`src/rtl/ring_src_pkg.sv`:
```
package ring_src_pkg;
  typedef enum logic [1:0] {
    SEQ_IDLE = 2'd0,
    SEQ_LOAD = 2'd1,
    SEQ_RUN  = 2'd2
  } seq_state_e;
endpackage

```
`src/rtl/ring_occupancy.sv`:
```
module ring_occupancy #(
  parameter int STAGES = 9
) (
  input  logic              clk,
  input  logic              rst_n,
  input  logic              clear,
  input  logic              inj,
  input  logic              allow_wrap,
  input  logic              run,
  output logic [STAGES-2:0] move,
  output logic              wrap,
  output logic              head_free,
  output logic              tail_full
);
  localparam int MAX_TOK = STAGES - 2;

  logic [STAGES-1:0] occ, occ_nx;

  assign head_free = !occ[0];
  assign tail_full = occ[STAGES-1];
  assign wrap      = occ[STAGES-1] && !occ[0] && allow_wrap;

  // a token advances only into a stage that was empty at the start of the cycle
  for (genvar i = 0; i < STAGES-1; i++) begin : g_move
    assign move[i] = occ[i] && !occ[i+1];
  end

  always_comb begin
    occ_nx[0] = (occ[0] && !move[0]) || inj || wrap;
    for (int i = 1; i < STAGES-1; i++)
      occ_nx[i] = (occ[i] && !move[i]) || move[i-1];
    occ_nx[STAGES-1] = (occ[STAGES-1] && !wrap) || move[STAGES-2];
  end

  always_ff @(posedge clk or negedge rst_n) begin
    if (!rst_n)     occ <= '0;
    else if (clear) occ <= '0;
    else            occ <= occ_nx;
  end

  // two bubbles always remain
  a_r8_two_bubbles: assert property (@(posedge clk) disable iff (!rst_n)
    $countones(occ) <= MAX_TOK);

  // recirculation neither creates nor destroys tokens
  a_r8_count_kept: assert property (@(posedge clk) disable iff (!rst_n)
    (run && !clear) |=> ($countones(occ) == $countones($past(occ))));
endmodule

```
`src/rtl/ring_bit_lane.sv`:
```
module ring_bit_lane #(
  parameter int STAGES = 9
) (
  input  logic              clk,
  input  logic              rst_n,
  input  logic [STAGES-2:0] move,
  input  logic              inj,
  input  logic              wrap,
  input  logic              load_bit,
  output logic              tap
);
  logic [STAGES-1:0] bits;

  always_ff @(posedge clk or negedge rst_n) begin
    if (!rst_n) begin
      bits <= '0;
    end else begin
      if (inj)       bits[0] <= load_bit;
      else if (wrap) bits[0] <= bits[STAGES-1];
      for (int i = 1; i < STAGES; i++)
        if (move[i-1]) bits[i] <= bits[i-1];
    end
  end

  assign tap = bits[STAGES-1];
endmodule

```
`src/rtl/load_sequencer.sv`:
```
module load_sequencer
  import ring_src_pkg::*;
#(
  parameter int CNT_W    = 4,
  parameter int MAX_SETS = 7
) (
  input  logic             clk,
  input  logic             rst_n,
  input  logic             load_start,
  input  logic [CNT_W-1:0] load_count,
  input  logic             load_valid,
  input  logic             head_free,
  output logic             load_ready,
  output logic             inj,
  output logic             clear,
  output logic             run,
  output logic             load_err
);
  seq_state_e       state;
  logic [CNT_W-1:0] remain;
  logic             cmd_ok, cmd_bad, open_cmd;

  assign open_cmd   = load_start && (state != SEQ_LOAD);
  assign cmd_ok     = open_cmd && (load_count != '0) && (load_count <= CNT_W'(MAX_SETS));
  assign cmd_bad    = open_cmd && !cmd_ok;
  assign clear      = cmd_ok;
  assign load_ready = (state == SEQ_LOAD) && head_free;
  assign inj        = load_ready && load_valid;
  assign run        = (state == SEQ_RUN);

  always_ff @(posedge clk or negedge rst_n) begin
    if (!rst_n) begin
      state    <= SEQ_IDLE;
      remain   <= '0;
      load_err <= 1'b0;
    end else begin
      if (cmd_ok) begin
        state    <= SEQ_LOAD;
        remain   <= load_count;
        load_err <= 1'b0;
      end else if (cmd_bad) begin
        load_err <= 1'b1;
      end else if (inj) begin
        remain <= remain - 1'b1;
        if (remain == CNT_W'(1)) state <= SEQ_RUN;
      end
    end
  end

  // a bad count raises the error flag
  a_r3_bad_count_flags: assert property (@(posedge clk) disable iff (!rst_n)
    cmd_bad |=> load_err);

  // a load never takes more words than it announced
  a_r2_remain_nonzero: assert property (@(posedge clk) disable iff (!rst_n)
    inj |-> (remain != '0));

  // a command during an open load leaves the count alone
  a_r4_ignore_in_load: assert property (@(posedge clk) disable iff (!rst_n)
    (state == SEQ_LOAD && load_start && !inj) |=> $stable(remain));
endmodule

```
`src/rtl/operand_ring_source.sv`:
```
module operand_ring_source #(
  parameter int OP_W     = 64,
  parameter int STAGES   = 9,
  parameter int CNT_W    = 4
) (
  input  logic              clk,
  input  logic              rst_n,
  input  logic              load_start,
  input  logic [CNT_W-1:0]  load_count,
  output logic              load_err,
  input  logic              load_valid,
  output logic              load_ready,
  input  logic [2*OP_W:0]   load_data,
  output logic              out_valid,
  input  logic              out_ready,
  output logic [OP_W-1:0]   out_a,
  output logic [OP_W-1:0]   out_b,
  output logic              out_cin
);
  localparam int WORD_W   = 2*OP_W + 1;
  localparam int MAX_SETS = STAGES - 2;

  logic              inj, clear, run, wrap, head_free, tail_full;
  logic [STAGES-2:0] move;
  logic [WORD_W-1:0] taps;

  load_sequencer #(.CNT_W(CNT_W), .MAX_SETS(MAX_SETS)) u_seq (
    .clk(clk), .rst_n(rst_n), .load_start(load_start), .load_count(load_count),
    .load_valid(load_valid), .head_free(head_free), .load_ready(load_ready),
    .inj(inj), .clear(clear), .run(run), .load_err(load_err)
  );

  ring_occupancy #(.STAGES(STAGES)) u_occ (
    .clk(clk), .rst_n(rst_n), .clear(clear), .inj(inj),
    .allow_wrap(run && out_ready), .run(run), .move(move), .wrap(wrap),
    .head_free(head_free), .tail_full(tail_full)
  );

  for (genvar b = 0; b < WORD_W; b++) begin : g_lane
    ring_bit_lane #(.STAGES(STAGES)) u_lane (
      .clk(clk), .rst_n(rst_n), .move(move), .inj(inj), .wrap(wrap),
      .load_bit(load_data[b]), .tap(taps[b])
    );
  end

  assign out_valid = run && tail_full && head_free;
  assign out_a     = taps[OP_W-1:0];
  assign out_b     = taps[2*OP_W-1:OP_W];
  assign out_cin   = taps[2*OP_W];

  // an offered set waits for the consumer unchanged
  a_r7_hold_on_stall: assert property (@(posedge clk) disable iff (!rst_n)
    (out_valid && !out_ready && !load_start) |=> (out_valid && $stable(taps)));

  // no output while words are still being taken
  a_r5_quiet_in_load: assert property (@(posedge clk) disable iff (!rst_n)
    load_ready |-> !out_valid);

  // a set leaves the ring exactly on a handshake
  a_r7_wrap_on_handshake: assert property (@(posedge clk) disable iff (!rst_n)
    wrap |-> (out_valid && out_ready));
endmodule

```
`config.mk`:
```
export PLATFORM = sky130hd
export DESIGN_NAME = operand_ring_source
export DESIGN_NICKNAME = d
export VERILOG_FILES = /design/src/rtl/ring_src_pkg.sv /design/src/rtl/ring_occupancy.sv /design/src/rtl/ring_bit_lane.sv /design/src/rtl/load_sequencer.sv /design/src/rtl/operand_ring_source.sv
export SDC_FILE = /design/constraint.sdc
export NUM_CORES = 1
export LEC_CHECK = 0
export ABC_AREA = 1
export ABC_CLOCK_PERIOD_IN_PS = 4170
export BUFFER_PORTS_ARGS = -buffer_cell sky130_fd_sc_hd__buf_2
export CORE_MARGIN = 1.5
export CORE_UTILIZATION = 35
export DETAILED_ROUTE_END_ITERATION = 7
export PLACE_DENSITY_LB_ADDON = 0.25
export SLEW_MARGIN = 20
export SYNTH_ARGS = -nofsm -noshare
export SYNTH_HDL_FRONTEND = slang
export SYNTH_SLANG_ARGS = --single-unit
```
`constraint.sdc`:
```
create_clock -name clk -period 4.17 [get_ports clk]
set_input_delay 0.834 -clock clk [delete_from_list [all_inputs] [get_ports clk]]
set_output_delay 0.834 -clock clk [all_outputs]
set_load 0.01 [all_outputs]
```
Yosys cells after proc, flatten, opt, wreduce, memory -nomap -nowiden. Index checks and enable logic that the tools add are counted.

Reduce and logical (&&, ||, !) cells: 64. Add/subtract/negate cells: 1. Equality and inequality tests: 5. Magnitude comparators: 1. Mux-type cells: 268.

Operators by type and width (count): 1-bit 2-to-1 mux (260); 1-bit logical AND (28); 1-bit logical NOT (19); 4-bit 2-to-1 mux (3); 1-bit logical OR (10); 9-bit 2-to-1 mux (1); 2-bit 2-to-1 mux (4); 2-bit nonzero test (4); 4-bit by 1-bit == test with 1-bit output, second input constant (1); 4-bit by 3-bit <= comparator with 1-bit output, second input constant (1); 2-bit by 1-bit inequality test with 1-bit output, second input constant (2); 4-bit nonzero test (1); 4-bit by 1-bit subtractor with 4-bit output, second input constant (1); 3-bit AND reduction (1); 2-bit by 1-bit == test with 1-bit output, second input constant (1); 2-bit == test, second input constant (1); 2-bit AND reduction (1).

Flip-flop bits (word level): 1177. Input port bits: 138. Output and inout port bits: 132.

Depth between registers and ports, before layout.
Depth in word-level cells: 8. Gate-level depth with buffers: 8. Mapped depth without buffers: 7.

By module. Synthesis repeated with hierarchy kept, for this count alone.

Cell total of the unflattened synthesis: 5019. Area, all modules: 45439.8 um^2.

By module, submodules not included: ring_bit_lane at g_lane[0].u_lane ... (cells an instance 38, area an instance 345.3 um^2, times used 128, sequential area each 225.2 um^2); load_sequencer (cells an instance 64, area an instance 467.9 um^2, times used 1, sequential area each 175.2 um^2); ring_occupancy (cells an instance 49, area an instance 406.6 um^2, times used 1, sequential area each 225.2 um^2); ring_bit_lane at g_lane[109].u_lane (cells an instance 37, area an instance 341.6 um^2, times used 1, sequential area each 225.2 um^2); operand_ring_source (cells an instance 5, area an instance 21.3 um^2, times used 1, sequential area each 0.0 um^2).

Worst setup path after synthesis. Ideal clock, no wire load.

Kind: reg-to-output. Start point: reg u_occ.occ[0]. End point: out out_valid. Setup slack: 2.278 ns. Buffers on the path: 2. Cell stages (with the launch flop): 4. Arrival: 1.058 ns. Cells stage by stage: dfrtp_1 buf_4 nor3_1 clkbuf_1.

Word-level cells in the longest chain between the ends: 2.

Ends and longest elaborated chain: start, declared (line ring_occupancy.sv:17) `logic [STAGES-1:0] occ, occ_nx;`; start signal, assigned (line ring_occupancy.sv:38) `else occ <= occ_nx;`; 1-bit logical NOT (line ring_occupancy.sv:19) `assign head_free = !occ[0];`; 1-bit logical AND (line operand_ring_source.sv:46) `assign out_valid = run && tail_full && head_free;`; end, declared (line operand_ring_source.sv:14) `output logic out_valid,`.

Every way passes these cells.

Worst setup path in the final report.
Start point: reg u_seq.state[1]. End point: out load_ready.

Word-level cells in the longest chain between the ends: 2.

Ends and longest elaborated chain: start, declared (line load_sequencer.sv:19) `seq_state_e state;`; start signal, assigned (line load_sequencer.sv:33) `state <= SEQ_IDLE;`; start signal, assigned (line load_sequencer.sv:38) `state <= SEQ_LOAD;`; start signal, assigned (line load_sequencer.sv:45) `if (remain == CNT_W'(1)) state <= SEQ_RUN;`; 2-bit by 1-bit == test with 1-bit output (line load_sequencer.sv:27) `assign load_ready = (state == SEQ_LOAD) && head_free;`; 1-bit logical AND (line load_sequencer.sv:27); end, declared (line operand_ring_source.sv:12) `output logic load_ready,`.

Every way passes these cells.

==> metrics <==
min Tclk post-route=2.85 ns; FF+latch count, synth=1177; Seq. cell area=0.0295 mm2; post-synthesis sequential area ratio=0.647; Post-Layout Inst Area=0.0520 mm2; Crit-path slowest cell=dfrtp_1; GRT Resource Usage Total=0.177; CP Capture Type=output port; Max Slew Vio Count=0; area grow syn2layout=14.2%; Tot Pwr=45100 uW; WL final=115000 um; I/O pin cnt=270; post-cts hold buffer count=0; via count=31581; reg-to-reg startpoint=u_seq.state[0]$_DFFE_PN0P_; CTS tree=built; total of max-cap violations=0; initial core utilization=0.352; worst-case reg-to-reg path depth=6; Synth Net Count=4928; DP HPWL=67300 um; setup bufs post-CTS=0; Fillers=12842; DR iter-0 viols=2273; die width=364 um; signal arrival time at the worst endpoint=2.02 ns; crit path to=load_ready; count of final hold-check violations=0; RSZ-0062 raised after global routing=no; grt total ovfl=0; Slew HR=0.326; vias in the first global route=31587; clk_lat worst skew=0.77 ns; total clock sinks=1177; largest net degree at the start of global routing=129; H-Tree Depth=4; Cell Area, Synth=0.0455 mm2; CTS max path bufs=3; Final GP Congestion=0.756; first-pass GRT wire length=182000 um; Num CTS Buffers=132; PwrDens=868 mW/mm2; Final Cycle Share=0.684; layout net count=4969; peak supply drop=0.530 mV; Via density=4.74; Area after DPL=0.0477 mm2; Min-Delay Path Class=input port to asynchronous set/reset pin; Final Hold Slack=0.105 ns; # resized after CTS=0; CP max FO=5; Syn Inst Count=4788; Die ar.=0.132 mm2; crit path from=u_seq.state[1]$_DFFE_PN0P_; fmax=351 MHz; initial antenna violation count=6; critical path class=register to output port; Core Area=0.129 mm2; Post-synth EDFFs=0; I/O Buffers=269; layout cells sized above 1=0.111; worst-path cell chain=inv_1, nand2_1, nor2_1, buf_2; post-DR wirelength/cell=17.2 um; die height=364 um; reg-to-reg slack, setup=1.86 ns; Synth cell types=22; Clock Skew=0.0280 ns; Setup Viol. Count Final=0; status=completed; Core Util, Final=0.402; critical path launch point type=register; antenna-violating nets left=0; Worst R2R End=g_lane[30].u_lane.bits[0]$_DFFE_PN0P_; Most used DFF post-synth=dfrtp_1; worst path required time=3.34 ns; clock-pin slew on the worst setup and hold paths=0.06 ns; row cnt=132; clock root cell=clkbuf_16; Synth warnings=0; Post-synth ARST share=1.00; setup TNS=0 ns; DRC Markers=0; Initial DRT Pass Iterations=5; multi-input logic area=0.0119 mm2; Avg Cell Area, Syn=9.50 um2; Lkg Pwr=0.0261 uW; worst slew pin tran=1.01 ns; CP peak stage delay=0.39 ns
## metrics by stage
stage                     std cells  setup slack [ns]
after floorplan                4788              2.28
after global placement         6437              1.63
after detailed placement       6437              1.58
after CTS                      6666              1.23
after global routing           6666              1.14
final                          6667              1.32
## state kept, by name, indices dropped and copies added (netlist names)
| signal | cells |
|---|---|
| g_lane.u_lane.bits | 1161 |
| u_occ.occ | 9 |
| u_seq.remain | 4 |
| u_seq.state | 2 |
| u_seq.load_err | 1 |
## area by class of cell
type	instances	share of cell area
Sequential cell	1177	0.567
Clock inverter	40	0.00886
Multi-Input combinational cell	2652	0.229
Antenna cell	1	0.0000481
Tap cell	1742	0.0419
Clock buffer	189	0.0731
Timing Repair Buffer	335	0.0425
Inverter	531	0.0383
## kinds of logic after synthesis
family                   count (synthesis)  synth area share
multiplexers                             1          0.000247
buffers and inverters                  959            0.0932
adder cells (fa/ha/maj)                  2          0.000550
AND/OR/NAND/NOR                       1603             0.144
AO/OA/AOI/OAI                         1045             0.115
XOR/XNOR                                 1          0.000192
flip-flops                            1177             0.647
## layout by cell type (no fill, tap or decap), drive strengths merged, types with 4 or more instances in the layout
| cell type | Yosys | layout |
|---|---|---|
| o21ai | 523 | 523 |
| a21oi | 521 | 521 |
| inv | 531 | 540 |
| clkbuf | 149 | 189 |
| dfrtp | 1177 | 1177 |
| nor2 | 535 | 535 |
| or2 | 4 | 4 |
| nand3 | 390 | 390 |
| nand2 | 666 | 666 |
| bufinv | 0 | 4 |
| buf | 279 | 335 |
| clkinv | 0 | 26 |
| nor3 | 4 | 4 |
## cells in the mapped netlist (all sizes together) (2+ instances only)
| cell type | instances | area (um2) |
|---|---|---|
| ha | 2 | 25.0 |
| nor2 | 535 | 2010 |
| nand2 | 666 | 2500 |
| dfrtp | 1177 | 29500 |
| or2 | 4 | 25.0 |
| o21ai | 523 | 2620 |
| a21oi | 521 | 2610 |
| buf | 279 | 1690 |
| nand3 | 390 | 1950 |
| nand4 | 3 | 18.8 |
| inv | 531 | 1990 |
| nor3 | 4 | 25.0 |
| clkbuf | 149 | 559 |
## worst min-delay path by stage
stage / startpoint / to / slack [ns] / depth (start not counted)
6_report: rst_n / g_lane[19].u_lane.bits[5]$_DFFE_PN0P_ / 0.11 / 1
2_1_floorplan: g_lane[30].u_lane.bits[4]$_DFFE_PN0P_ / g_lane[30].u_lane.bits[4]$_DFFE_PN0P_ / 0.45 / 2
3_5_place_dp: g_lane[14].u_lane.bits[2]$_DFFE_PN0P_ / g_lane[14].u_lane.bits[2]$_DFFE_PN0P_ / 0.47 / 2
4_1_cts: rst_n / g_lane[18].u_lane.bits[5]$_DFFE_PN0P_ / 0.08 / 1
5_1_grt: rst_n / g_lane[19].u_lane.bits[5]$_DFFE_PN0P_ / 0.12 / 1
3_3_place_gp: g_lane[30].u_lane.bits[4]$_DFFE_PN0P_ / g_lane[30].u_lane.bits[4]$_DFFE_PN0P_ / 0.47 / 2
## report_power, final
part / internal (uW) / total [uW] / switching [uW]
Clock: 6640 / 11500 / 4820
Combinational: 4510 / 13500 / 8980
Sequential: 17300 / 20200 / 2850
Total: 28500 / 45100 / 16700
## layer usage
| layer | vias to the layer above | GRT usage | part of all wire |
|---|---|---|---|
| met5 | - | 0 | 0.00037 |
| met4 | 8 | 0.0549 | 0.022 |
| met3 | 162 | 0.0377 | 0.050 |
| met2 | 573 | 0.269 | 0.44 |
| met1 | 15669 | 0.252 | 0.49 |
| li1 | 15169 | - | - |
## critical path: cells and delay by family (launching register included)
kind          cells  cell delay [ns]
buf+inv           2             0.33
flops             1             0.39
simple gates      2             0.55
Power figures use the tool's default switching activity.
